==> config.mk <==
export PLATFORM = sky130hd
export DESIGN_NAME = trig_condition
export DESIGN_NICKNAME = d
export VERILOG_FILES = /design/src/rtl/trig_pkg.sv /design/src/rtl/trig_sync.sv /design/src/rtl/trig_edge.sv /design/src/rtl/trig_capture.sv /design/src/rtl/trig_condition.sv
export SDC_FILE = /design/constraint.sdc
export NUM_CORES = 1
export LEC_CHECK = 0
export ABC_AREA = 1
export BUFFER_PORTS_ARGS = -buffer_cell sky130_fd_sc_hd__buf_2
export CAP_MARGIN = 40
export CORE_UTILIZATION = 42
export DETAILED_ROUTE_END_ITERATION = 6
export HOLD_SLACK_MARGIN = 0.08
export PLACE_DENSITY = 0.63
export SYNTH_ARGS = -nofsm -noshare
export SYNTH_HDL_FRONTEND = slang
export SYNTH_SLANG_ARGS = --single-unit
==> constraint.sdc <==
create_clock -name clk -period 1.21 [get_ports clk]
set_clock_uncertainty 0.15 [all_clocks]
set_input_delay 0.242 -clock clk [delete_from_list [all_inputs] [get_ports clk]]
set_output_delay 0.242 -clock clk [all_outputs]
set_load 0.02 [all_outputs]
==> src/rtl/trig_pkg.sv <==
package trig_pkg;

    localparam int TRIG_N_DEF  = 4;
    localparam int SYNC_DEPTH  = 2;

    function automatic int sel_width(input int n);
        return (n > 1) ? $clog2(n) : 1;
    endfunction

    typedef enum logic {
        ST_IDLE  = 1'b0,
        ST_ARMED = 1'b1
    } arm_state_e;

    typedef struct packed {
        logic pulse;
        logic valid;
    } cap_flags_t;

endpackage

==> src/rtl/trig_sync.sv <==
module trig_sync #(
    parameter int N      = trig_pkg::TRIG_N_DEF,
    parameter int STAGES = trig_pkg::SYNC_DEPTH
) (
    input  logic         clk,
    input  logic         rst,
    input  logic [N-1:0] async_in,
    output logic [N-1:0] sync_out
);
    logic [N-1:0] chain [STAGES];

    always_ff @(posedge clk) begin
        if (rst) chain[0] <= '0;
        else     chain[0] <= async_in;
    end

    for (genvar s = 1; s < STAGES; s++) begin : g_stage
        always_ff @(posedge clk) begin
            if (rst) chain[s] <= '0;
            else     chain[s] <= chain[s-1];
        end
    end

    assign sync_out = chain[STAGES-1];
endmodule

==> src/rtl/trig_edge.sv <==
module trig_edge #(
    parameter int N  = trig_pkg::TRIG_N_DEF,
    parameter int SW = trig_pkg::sel_width(N)
) (
    input  logic          clk,
    input  logic          rst,
    input  logic [N-1:0]  levels_sync,
    input  logic [N-1:0]  invert,
    input  logic [SW-1:0] sel,
    output logic [N-1:0]  active_hi,
    output logic          rise_sel
);
    logic [N-1:0] last_q;
    logic [N-1:0] rise_vec;

    for (genvar i = 0; i < N; i++) begin : g_cond
        assign active_hi[i] = levels_sync[i] ^ invert[i];
        assign rise_vec[i]  = active_hi[i] & ~last_q[i];
    end

    always_ff @(posedge clk) begin
        if (rst) last_q <= '0;
        else     last_q <= active_hi;
    end

    always_comb begin
        rise_sel = 1'b0;
        for (int i = 0; i < N; i++) begin
            if (SW'(i) == sel) rise_sel = rise_vec[i];
        end
    end
endmodule

==> src/rtl/trig_capture.sv <==
module trig_capture
    import trig_pkg::*;
#(
    parameter int N = TRIG_N_DEF
) (
    input  logic         clk,
    input  logic         rst,
    input  logic         arm,
    input  logic         rd_clr,
    input  logic         rise,
    input  logic [N-1:0] levels,
    output logic         pulse,
    output logic         valid,
    output logic [N-1:0] snap,
    output logic         armed
);
    arm_state_e state_q, state_d;
    cap_flags_t flags_q, flags_d;
    logic       accept;

    assign accept = (state_q == ST_ARMED) && rise;

    always_comb begin
        state_d = state_q;
        if (accept) state_d = ST_IDLE;
        if (arm)    state_d = ST_ARMED;

        flags_d.pulse = accept;
        flags_d.valid = flags_q.valid;
        if (rd_clr) flags_d.valid = 1'b0;
        if (accept) flags_d.valid = 1'b1;
    end

    always_ff @(posedge clk) begin
        if (rst) begin
            state_q <= ST_IDLE;
            flags_q <= '0;
            snap    <= '0;
        end else begin
            state_q <= state_d;
            flags_q <= flags_d;
            if (accept) snap <= levels;
        end
    end

    assign pulse = flags_q.pulse;
    assign valid = flags_q.valid;
    assign armed = (state_q == ST_ARMED);
endmodule

==> src/rtl/trig_condition.sv <==
module trig_condition
    import trig_pkg::*;
#(
    parameter int N_TRIG = TRIG_N_DEF,
    parameter int SEL_W  = sel_width(N_TRIG)
) (
    input  logic              clk,
    input  logic              rst,
    input  logic [N_TRIG-1:0] trig_pins,
    input  logic [N_TRIG-1:0] pol_invert,
    input  logic [SEL_W-1:0]  src_sel,
    input  logic              acq_arm,
    input  logic              cap_read,
    output logic              trig_pulse,
    output logic [N_TRIG-1:0] cap_levels,
    output logic              cap_valid
);
    logic [N_TRIG-1:0] pins_sync;
    logic [N_TRIG-1:0] pins_active;
    logic              sel_rise;
    logic              armed;

    trig_sync #(.N(N_TRIG), .STAGES(SYNC_DEPTH)) i_sync (
        .clk      (clk),
        .rst      (rst),
        .async_in (trig_pins),
        .sync_out (pins_sync)
    );

    trig_edge #(.N(N_TRIG), .SW(SEL_W)) i_edge (
        .clk         (clk),
        .rst         (rst),
        .levels_sync (pins_sync),
        .invert      (pol_invert),
        .sel         (src_sel),
        .active_hi   (pins_active),
        .rise_sel    (sel_rise)
    );

    trig_capture #(.N(N_TRIG)) i_cap (
        .clk    (clk),
        .rst    (rst),
        .arm    (acq_arm),
        .rd_clr (cap_read),
        .rise   (sel_rise),
        .levels (pins_active),
        .pulse  (trig_pulse),
        .valid  (cap_valid),
        .snap   (cap_levels),
        .armed  (armed)
    );
endmodule

After elaboration in Yosys (flattened, before gate mapping)
Memory sizes are Yosys's and may differ from the RTL's.
Index checks and enable logic that the tools add are counted.
{"block": "word_totals", "ram_bits": 8, "input_bits": 14, "output_inout_bits": 6, "latchBits": 0, "regBits": 11, "memories": 1, "word_cells": 40, "mem_bits_ro": 0}
{"block": "classes", "shifts": 0, "n_mul": 0, "mux": 13, "eq_ne": 3, "div": 0, "reduce_logical": 4, "n_addsub": 0, "order_cmp": 0, "bitwise": 14}
{"memory": "i_sync.chain", "depth": 2, "word_bits": 4, "read_ports": 2, "rd_ports_with_merged_regs": 0, "write_ports": 2, "line": "trig_sync.sv:10", "text": "logic [N-1:0] chain [STAGES];"}
{"op": "$mux W1", "count": 11}
{"op": "$mux W4", "count": 2}
{"op": "$and A1 B1 Y1", "count": 4}
{"op": "$eq A2 B2 Y1 const A", "count": 2}
{"op": "$not A1 Y1", "count": 4}
{"op": "$reduce_bool A2 Y1", "count": 2}
{"op": "$xor A1 B1 Y1", "count": 4}
{"op": "$eq A1 B2 Y1 const A", "count": 1}
{"op": "$logic_not A2 Y1", "count": 1}
{"op": "$or A1 B1 Y1", "count": 2}
{"op": "$logic_and A1 B1 Y1", "count": 1}

Logic depth before layout (Yosys ltp)
Gate-level depths: netlist of the first run.
{"block": "logic_depth", "depth_word": 9, "ltp_mapped": 8, "depth_no_buf": 8}

Cells and area by module
A second synthesis of the first run with hierarchy kept.
{"block": "hier_totals", "hier_cells": 107, "area_unflattened_um2": 730.7}
{"mod": "trig_capture", "area_per_inst_um2": 254.0, "cells_each": 36, "seq_area_each_um2": 140.1, "instances": 1}
{"mod": "trig_edge", "area_per_inst_um2": 245.2, "cells_each": 46, "seq_area_each_um2": 80.1, "instances": 1}
{"mod": "trig_sync", "area_per_inst_um2": 231.5, "cells_each": 25, "seq_area_each_um2": 160.2, "instances": 1}

Least setup slack after synthesis of the first run
Ideal clock, no wire load.
{"block": "synth_path", "kind": "register to register", "start": "memory i_sync.chain[1][2] (netlist bit)", "end": "register i_cap.snap[1]", "setup_ps": 113, "required_ps": 947, "setup_slack_ps": 118, "n_path_buf": 0, "synth_period_minus_slack_ps": 1092, "arrival_ps": 829, "path_stages_with_launch": 8, "cell_sequence": "dfxtp_1 -> inv_1 -> nand2_1 -> nand3_1 -> nand3_2 -> nand3_4 -> nor2_1 -> nor2_1"}
{"element": "from (decl)", "line": "trig_sync.sv:10"}
{"element": "to (signal assigned)", "line": "trig_capture.sv:42", "text": "if (accept) snap <= levels;"}
{"element": "to (decl)", "line": "trig_capture.sv:14", "text": "output logic [N-1:0] snap,"}

==> results.py, run 1 <==
metrics = {
    "die": {
        "die_area_mm2": 0.00194,
        "io_pins": 20,
        "coreArea_mm2": 0.00158,
        "die_h_um": 44.1,
        "core.rowCount": 14,
        "chipWidth_um": 44.1,
        "initial_utilization_pct": 47.2,
    },
    "clocking": {
        "h-tree-depth": 1,
        "clock_path_buffers": 2,
        "cts_root_buf": "clkbuf_4",
        "cts_tree": "done",
        "clkSinkCount": 19,
        "cts.clk_slew.worst_paths_ps": 100,
        "cts_buffers": 3,
        "clk_latency_ps": 290,
        "postCtsSetupRepairBufs": 0,
    },
    "placement": {
        "gp_congestion": 0.713,
        "dpl.hpwl_um": 919,
        "port_buffers": 19,
        "dpl_cell_area_um2": 858,
        "post-place-cells": 140,
    },
    "logic_synthesis": {
        "synth.avg_cell_area_um2": 7.02,
        "synthCells": 106,
        "synth_edf_count": 0,
        "synth_area_leaders": "dfxtp_1 51%, inv_1 14%, nor2_1 13%, nand2_1 11%, nand3_1 2.7%",
        "ys_seq_area_share_pct": 51.1,
        "yosysMostFrequentCell": "inv_1",
        "synth_ff_type": "dfxtp_1",
        "syn_nets": 120,
        "yosysTopAreaCellShare_pct": 51.1,
        "synthDistinctLibCells": 11,
        "async_reset_ff_share_pct": 0,
        "post-synth-top-area-cell": "dfxtp_1",
        "synth_seq_cells": 19,
        "synth_common_cells": "28 x inv_1, 25 x nor2_1, 22 x nand2_1",
        "yosys_warnings": 0,
        "synth.cell_area_um2": 744,
    },
    "hold_path": {
        "hold_path_depth": 4,
        "hp-class": "in -> reg",
    },
    "timing": {
        "fmax_mhz": 837,
        "setup_viol": 0,
        "slew_headroom_pct": 82.6,
        "finalHoldViolations": 0,
        "period_minus_slack_ps": 1190,
        "rsz0062_at_grt": "true",
        "drv_slew": 0,
        "finalCritPeriodShare_pct": 98.8,
        "worst-slew-pin-transition_ps": 261,
    },
    "setup_path": {
        "critPathMaxFanout": 4,
        "crit_type": "reg -> reg",
        "end_kind": "register",
        "r2r_cells": 7,
        "crit_arrival_ps": 1240,
        "cp-start-kind": "register",
        "cp_data_required_time_ps": 1260,
    },
    "routing": {
        "num_vias": 691,
        "first_pass_iters": 6,
        "drc": 0,
        "ant_nets": 0,
        "vias_per_cell": 4.55,
        "dr.first_iter.drc_count": 9,
        "routed_wl_um": 1390,
        "wl_per_cell_um": 9.14,
    },
    "global_routing": {
        "grt_start_max_net_pins": 14,
        "grt_pass1_wl_um": 2070,
        "grt_usage_pct": 14.9,
        "grt_pass1_vias": 533,
        "antenna_found_initial": 0,
        "grt_overflow": 0,
    },
    "power_and_ir_drop": {
        "p_sw_share_pct": 26.4,
        "leakage_nw": 0.552,
        "p_int_mw": 0.887,
        "pwr-share-comb_pct": 17.6,
        "p_switching_mw": 0.318,
        "clockPowerShare_pct": 25.8,
        "seqPwrFrac_pct": 56.6,
        "ir_drop_uv": 767,
        "p_per_area_mw_per_mm2": 1150,
        "fin_total_pwr_mw": 1.20,
    },
    "status": {
        "status": "completed",
    },
    "final_layout": {
        "antenna_cells": 0,
        "num-nets-final": 151,
        "nFillCells": 143,
        "syn_to_final_growth_pct": 40.3,
        "stdcell_count": 152,
        "drive_gt1_share_pct": 33.8,
        "design_area_mm2": 0.00104,
    },
    "flow_run": {
        "cap_violations": 0,
    },
}
[layout make-up]
class | count | area, um^2 | share of cell area (%)
Clock buffer | 4 | 26.3 | 2.51
Tap cell | 16 | 20.0 | 1.92
Sequential cell | 19 | 385 | 36.9
Inverter | 28 | 105 | 10.1
Multi-Input combinational cell | 58 | 320 | 30.7
Timing Repair Buffer | 27 | 188 | 18.0
[placed cells by master, fill, tap and decap left out, drive strengths merged]
cell and instances:
a21oi 2, buf 20, clkbuf 4, dfxtp 19, dlygate4sd3 7, inv 28
nand2 22, nand3 8, nand4 1, nor2 25
[metrics by stage]
step | utilization [%] | setup WS, ps | hold WS, ps | setup TNS [ps]
after floorplan | - | 118 | 199 | 0
after global placement | 54.4 | -18.5 | 239 | -58.6
after detailed placement | 54.4 | -31.0 | 246 | -92.1
after CTS | 61.7 | 1.54 | 94.2 | 0
after global routing | 66.3 | -57.5 | 115 | -207
final | 66.3 | 15.1 | 115 | 0
[worst max-delay path: stages, from the launching register on]
cell and delay, ps:
dfxtp_2 350, inv_2 30, nand2_2 60, nand3_2 90, nand3_4 110, nand3_2 140
nor2_1 110, nor2_1 50
[power by group through the flow]
stage | registers, mW | clock network, mW | logic [mW]
2_1_floorplan | 0.706 | 0 | 0.0918
3_3_place_gp | 0.690 | 0 | 0.157
3_5_place_dp | 0.691 | 0 | 0.161
4_1_cts | 0.679 | 0.328 | 0.185
5_1_grt | 0.686 | 0.347 | 0.237
6_report | 0.682 | 0.310 | 0.212
[routing by layer]
layer | part of all wire (%) | global-route usage (%) | wire length [um]
met5 | 0 | 0 | 0
met4 | 2.8 | 10.9 | 39
met3 | 4.5 | 2.86 | 63
met2 | 47 | 22.4 | 656
met1 | 45 | 18.8 | 630
[registers in the layout, indices dropped and copies added, names as in the netlist]
register / cells
i_sync.chain: 8
i_cap.armed: 1
i_cap.snap: 4
i_edge.last_q: 4
i_cap.pulse: 1
i_cap.valid: 1
[cells by family (layout without fill, tap and decap cells)]
family | Yosys count | after routing | synth area share, %
flops | 19 | 19 | 51.1
simple gates | 55 | 56 | 32.3
buf+inv | 30 | 59 | 15.3
compound gates | 2 | 2 | 1.34
[timing repair]
item                                    in CTS  in global routing
gates resized for setup                      3                 24
gates cloned                                 1                  0
hold endpoints to repair                     7                  0
hold buffers                                 7                  0
endpoints found under the setup margin       1                 12
pin swaps                                    4                  7
[final timing paths]
| path | from | end | slack [ps] |
|---|---|---|---|
| worst max-delay path | i_sync.chain[1][3] | i_cap.snap[1] | 20 |
| worst min-delay path | pol_invert[3] | i_edge.last_q[3] | 110 |
| worst max register to register | i_sync.chain[1][3] | i_cap.snap[1] | 20 |
| worst min register to register | i_sync.chain[0][0] | i_sync.chain[1][0] | 250 |
Power figures use the tool's default switching activity.
==> run 2, diff against run 1 <==
- GPL_TIMING_DRIVEN: default -> 0
- SYNTH_HIERARCHICAL: default -> 1
==> results.py, run 2 <==
metrics = {
    "timing": {
        "setup_viol": 3,
        "setup_ws_ps": -13.2,
        "rsz0062_at_grt": "true",
        "drv_slew": 0,
        "fmax_mhz": 818,
        "worst-slew-pin-transition_ps": 186,
        "finalCritPeriodShare_pct": 101,
        "period_minus_slack_ps": 1220,
        "slew_headroom_pct": 87.6,
        "finalHoldViolations": 0,
    },
    "final_layout": {
        "design_area_mm2": 0.00102,
        "antenna_cells": 0,
        "syn_to_final_growth_pct": 39.4,
        "final_common_cell": "inv_1",
        "largest_reg_flops": 8,
        "reg_top3": "i_sync/chain: 8 flops, i_cap/snap: 4 flops, i_edge/last_q: 4 flops",
        "final_cell_mix": "27 x inv_1, 26 x nor2_1, 17 x nand2_1, 14 x buf_2, 13 x dfxtp_1",
        "regMostFlops": "i_sync/chain",
        "num-nets-final": 153,
        "final_util_pct": 65.3,
        "drive_gt1_share_pct": 32.6,
    },
    "placement": {
        "port_buffers": 19,
        "dpl_worst_slack_ps": -120,
        "dpl_cell_area_um2": 846,
        "gp_congestion": 0.772,
        "dpl.hpwl_um": 879,
    },
    "clocking": {
        "cts_buffers": 3,
        "clkSinkCount": 19,
        "cts_tree": "done",
        "cts_root_buf": "clkbuf_4",
        "clock_path_buffers": 2,
        "postCtsSetupRepairBufs": 0,
        "h-tree-depth": 1,
        "clk_latency_ps": 290,
        "cts.clk_slew.worst_paths_ps": 100,
    },
    "power_and_ir_drop": {
        "p_int_mw": 0.884,
        "ir_drop_uv": 744,
        "p_switching_mw": 0.305,
        "leakage_nw": 0.569,
        "pwr-share-comb_pct": 17.0,
        "p_per_area_mw_per_mm2": 1170,
        "p_sw_share_pct": 25.6,
        "clockPowerShare_pct": 25.8,
        "seqPwrFrac_pct": 57.2,
    },
    "routing": {
        "ant_nets": 0,
        "wl_per_cell_um": 8.41,
        "vias_per_cell": 4.23,
        "routed_wl_um": 1300,
        "dr.first_iter.drc_count": 10,
        "num_vias": 652,
        "first_pass_iters": 6,
        "drc": 2,
    },
    "setup_path": {
        "crit_type": "reg -> reg",
        "cp-start-kind": "register",
        "critPathMaxFanout": 5,
        "end_kind": "register",
        "crit_arrival_ps": 1270,
        "cp_data_required_time_ps": 1250,
    },
    "status": {
        "violations": "design-rule violations, negative setup slack",
        "status": "complete, but fails checks",
    },
    "logic_synthesis": {
        "synth_common_cells": "30 x inv_1, 26 x nor2_1, 22 x nand2_1",
        "synth_area_leaders": "dfxtp_1 52%, inv_1 15%, nor2_1 13%, nand2_1 11%, nand3_1 4.1%",
        "synth.avg_cell_area_um2": 6.83,
        "post-synth-top-area-cell": "dfxtp_1",
        "synth_edf_count": 0,
        "synthCells": 107,
        "synth_seq_cells": 19,
        "yosys_warnings": 6,
        "yosysMostFrequentCell": "inv_1",
        "async_reset_ff_share_pct": 0,
        "synthDistinctLibCells": 8,
        "ys_seq_area_share_pct": 52.1,
        "synth_ff_type": "dfxtp_1",
        "yosysTopAreaCellShare_pct": 52.1,
        "synth.cell_area_um2": 731,
        "syn_nets": 121,
    },
    "die": {
        "die_area_mm2": 0.00191,
        "die_h_um": 43.7,
        "coreArea_mm2": 0.00156,
        "core.rowCount": 14,
        "io_pins": 20,
        "initial_utilization_pct": 46.9,
        "chipWidth_um": 43.7,
    },
    "flow_run": {
        "cap_violations": 0,
    },
    "global_routing": {
        "antenna_found_initial": 0,
        "grt_overflow": 0,
        "grt_pass1_vias": 521,
        "grt_usage_pct": 14.3,
        "grt_start_max_net_pins": 11,
        "grt_pass1_wl_um": 1960,
    },
    "hold_path": {
        "hp-class": "in -> reg",
    },
}
==> run 2: cell count changes after synthesis <==
cell      before  now
nand3_2        2    0
nor2_1        25   26
clkbuf_1       1    0
buf_6          0    1
nand3_1        4    6
nand4_1        1    0
buf_2          1    0
nand2_2        0    1
nand3_4        1    0
inv_1         28   30
==> run 2: area by class of cell <==
class,instances,area [um^2]
plain buffers,1,11.3
clock buffers,4,26.3
fillers,155,541
inverters,30,115
multi-input cells,58,280
flip-flops and latches,19,388
well taps,16,20.0
repair buffers,26,178
==> run 2: final timing paths <==
| path | from | endpoint | slack (ps) | cells past startpoint |
|---|---|---|---|---|
| hold / removal | pol_invert[2] | i_edge/last_q[2] | 110 | 4 |
| hold reg to reg | i_sync/chain[0][0] | i_sync/chain[1][0] | 250 | 2 |
| setup reg to reg | i_edge/last_q[1] | i_cap/snap[1] | -10 | 8 |
| setup / recovery | i_edge/last_q[1] | i_cap/snap[1] | -10 | 8 |
==> run 2: per-layer routing <==
layer	global-route usage, %	vias to the layer above	part of all wire [%]
li1	-	365	-
met1	16.5	269	47
met2	23.0	16	47
met3	2.92	2	4.6
met4	11.3	0	1.6
met5	0	-	0
==> run 2: power by group through the flow <==
stage | logic, mW | clock network [mW] | registers (mW)
2_1_floorplan | 0.0841 | 0 | 0.705
3_3_place_gp | 0.152 | 0 | 0.688
3_5_place_dp | 0.154 | 0 | 0.689
4_1_cts | 0.175 | 0.335 | 0.676
5_1_grt | 0.229 | 0.351 | 0.684
6_report | 0.202 | 0.307 | 0.680
==> run 2: logic make-up (layout without fill, tap and decap cells) <==
| logic type | count (synthesis) | in the layout | share of synthesized area (%) |
|---|---|---|---|
| AOI/OAI and AO/OA | 2 | 2 | 1.37 |
| buffers and inverters | 31 | 61 | 17.0 |
| DFF | 19 | 19 | 52.1 |
| and+or+nand+nor | 55 | 56 | 29.6 |
==> run 2: timing repair <==
action                     CTS  global route
gates resized for setup      4            23
pin swaps                    1             9
hold endpoints to repair    11             0
hold buffers                 7             0
setup endpoints to repair    5            12
cloned                       0             1
==> run 2: critical path, cell delays in order (launching register included) <==
cell and delay (ps):
dfxtp_1 320, nor2_1 120, nand3_2 80, nand3_2 80, nand2_2 60, inv_4 70
nand2_2 80, nor2_1 100, nor2_1 50
==> run 2: per-stage QoR <==
| stage | TNS [ps] | total power, mW | hold slack [ps] | std cells |
|---|---|---|---|---|
| final | -18.0 | 1.19 | 113 | 154 |
| after floorplan | 0 | 0.789 | 161 | 107 |
| after detailed placement | -540 | 0.844 | 247 | 142 |
| after global routing | -618 | 1.26 | 120 | 154 |
| after CTS | -59.9 | 1.19 | 75.2 | 153 |
| after global placement | -501 | 0.840 | 241 | 142 |
==> run 3, diff against run 2 <==
- ABC_AREA: 1 -> 0
- PLACE_DENSITY: 0.63 -> 0.64
==> results.py, run 3 <==
metrics = {
    "routing": {
        "dr.first_iter.drc_count": 5,
        "wl_per_cell_um": 9.98,
        "drc": 0,
        "ant_nets": 0,
        "first_pass_iters": 2,
        "vias_per_cell": 4.60,
        "routed_wl_um": 1100,
        "num_vias": 506,
    },
    "status": {
        "status": "complete, but fails checks",
        "violations": "negative setup slack",
    },
    "global_routing": {
        "global_route.usage.met1_pct": 15.7,
        "antenna_found_initial": 0,
        "grt_pass1_vias": 414,
        "grt_use_met2_pct": 18.8,
        "grt_start_max_net_pins": 20,
        "top_usage_layer": "met2",
        "grtUsageMet3_pct": 3.91,
        "grt_pass1_wl_um": 1670,
        "grt_overflow": 0,
        "grt_usage_pct": 12.3,
    },
    "logic_synthesis": {
        "yosysMostFrequentCell": "dfxtp_1",
        "synth_common_cells": "19 x dfxtp_1, 12 x nor2b_1, 6 x a21oi_1",
        "synth.cell_area_um2": 663,
        "synth_area_leaders": "dfxtp_1 57%, nor2b_1 11%, a21bo_1 6.0%, a21oi_1 4.5%, xor2_1 4.0%",
        "yosys_warnings": 6,
        "synth_seq_cells": 19,
        "yosysTopAreaCellShare_pct": 57.4,
        "synthCells": 63,
        "synthDistinctLibCells": 17,
        "syn_nets": 77,
        "async_reset_ff_share_pct": 0,
        "post-synth-top-area-cell": "dfxtp_1",
        "synth.avg_cell_area_um2": 10.5,
        "synth_edf_count": 0,
        "ys_seq_area_share_pct": 57.4,
        "synth_ff_type": "dfxtp_1",
    },
    "setup_path": {
        "rrSetupSlack_ps": -350,
        "cp-start-kind": "register",
        "crit_type": "reg -> reg",
        "critPathMaxFanout": 5,
        "cp_data_required_time_ps": 1230,
        "end_kind": "register",
        "crit_arrival_ps": 1590,
    },
    "final_layout": {
        "nFillCells": 119,
        "drive_gt1_share_pct": 40.0,
        "syn_to_final_growth_pct": 45.8,
        "reg_top3": "i_sync/chain: 8 flops, i_cap/snap: 4 flops, i_edge/last_q: 4 flops",
        "final_cell_mix": "17 x dfxtp_1, 15 x buf_2, 12 x nor2b_1, 7 x buf_4",
        "regMostFlops": "i_sync/chain",
        "num-nets-final": 110,
        "largest_reg_flops": 8,
        "final_util_pct": 70.0,
        "final_common_cell": "dfxtp_1",
        "antenna_cells": 0,
    },
    "timing": {
        "setup_viol": 7,
        "period_minus_slack_ps": 1560,
        "setup_tns_ps": -2410,
        "rsz0062_at_grt": "true",
        "fmax_mhz": 639,
        "drv_slew": 0,
        "setup_ws_ps": -355,
        "finalHoldViolations": 0,
        "holdWs_ps": 99.4,
        "slew_headroom_pct": 78.8,
        "worst-slew-pin-transition_ps": 318,
        "finalCritPeriodShare_pct": 129,
    },
    "power_and_ir_drop": {
        "ir_drop_uv": 853,
        "p_per_area_mw_per_mm2": 1230,
        "leakage_nw": 0.417,
        "fin_total_pwr_mw": 1.19,
    },
    "clocking": {
        "cts.clk_slew.worst_paths_ps": 110,
        "cts_tree": "done",
        "clk_latency_ps": 290,
        "h-tree-depth": 1,
        "cts_buffers": 3,
        "clock_path_buffers": 2,
        "cts_root_buf": "clkbuf_4",
        "clkSinkCount": 19,
    },
    "die": {
        "die_h_um": 41.7,
        "chipWidth_um": 41.7,
        "io_pins": 20,
        "die_area_mm2": 0.00174,
        "core.rowCount": 13,
        "coreArea_mm2": 0.00138,
        "initial_utilization_pct": 48.0,
    },
    "placement": {
        "port_buffers": 19,
        "gp_congestion": 0.650,
    },
    "hold_path": {
        "hp-class": "in -> reg",
    },
    "flow_run": {
        "cap_violations": 0,
    },
}
## run 3: changes by cell type after synthesis, moves of 2 or more
cell	before	now
a21bo_1	0	4
a21oi_1	2	6
inv_1	30	2
nand2_1	22	1
nand2b_1	0	2
nand3_1	6	4
nor2_1	26	3
nor2b_1	0	12
xor2_1	0	3
## run 3: cells by family after synthesis
logic type | synth area share (%)
flops | 57.4
compound gates | 12.8
simple gates | 20.6
buf+inv | 3.96
xor+xnor | 5.28
## run 3: area by class of cell
| class | count | area [um^2] | area share (%) |
|---|---|---|---|
| Sequential cell | 19 | 383 | 39.6 |
| Clock inverter | 1 | 7.51 | 0.776 |
| Inverter | 2 | 7.51 | 0.776 |
| Clock buffer | 3 | 22.5 | 2.33 |
| Timing Repair Buffer | 28 | 191 | 19.8 |
| Multi-Input combinational cell | 40 | 318 | 32.9 |
| Tap cell | 15 | 18.8 | 1.94 |
| Buffer | 2 | 18.8 | 1.94 |
## run 3: timing repair
action | in CTS | in global routing
pin swaps | 0 | 5
resized for setup | 0 | 17
gates cloned | 0 | 1
setup endpoints to repair | 7 | 11
buffers inserted | 0 | 2
hold buffers | 6 | 0
hold endpoints to repair | 6 | 0
## run 3: per-stage QoR
stage	worst slack, ps	instance area (um^2)	cells
detailed placement	-384	777	97
floorplan	-227	663	63
finish	-355	967	110
global route	-453	967	110
global placement	-378	777	97
CTS	-348	867	107
## run 3: path summary, 6_finish.rpt
kind                      start            endpoint  cells past startpoint
max          i_sync/chain[1][2]       i_cap/snap[2]                      6
min               pol_invert[2]    i_edge/last_q[2]                      3
max reg2reg  i_sync/chain[1][2]       i_cap/snap[2]                      6
min reg2reg  i_sync/chain[0][2]  i_sync/chain[1][2]                      1
## run 3: per-layer routing
layer | share of wire [%] | routed length (um) | vias to the layer above
li1 | - | - | 267
met1 | 47 | 516 | 227
met2 | 50 | 544 | 10
met3 | 2.9 | 32 | 2
met4 | 0.46 | 5 | 0
met5 | 0 | 0 | -
## run 3: power by group
part	switching (mW)	leakage, nW	internal [mW]
clock network	0.188	0.0139	0.126
registers	0.0115	0.158	0.660
logic	0.0917	0.246	0.112
total	0.291	0.417	0.897
## run 3: worst max-delay path, cell delays in order (launching register included)
cell     delay (ps)
dfxtp_2         340
xnor2_2         140
or3_4           340
a31oi_4         170
buf_6           140
a21bo_1         100
a21oi_1          60
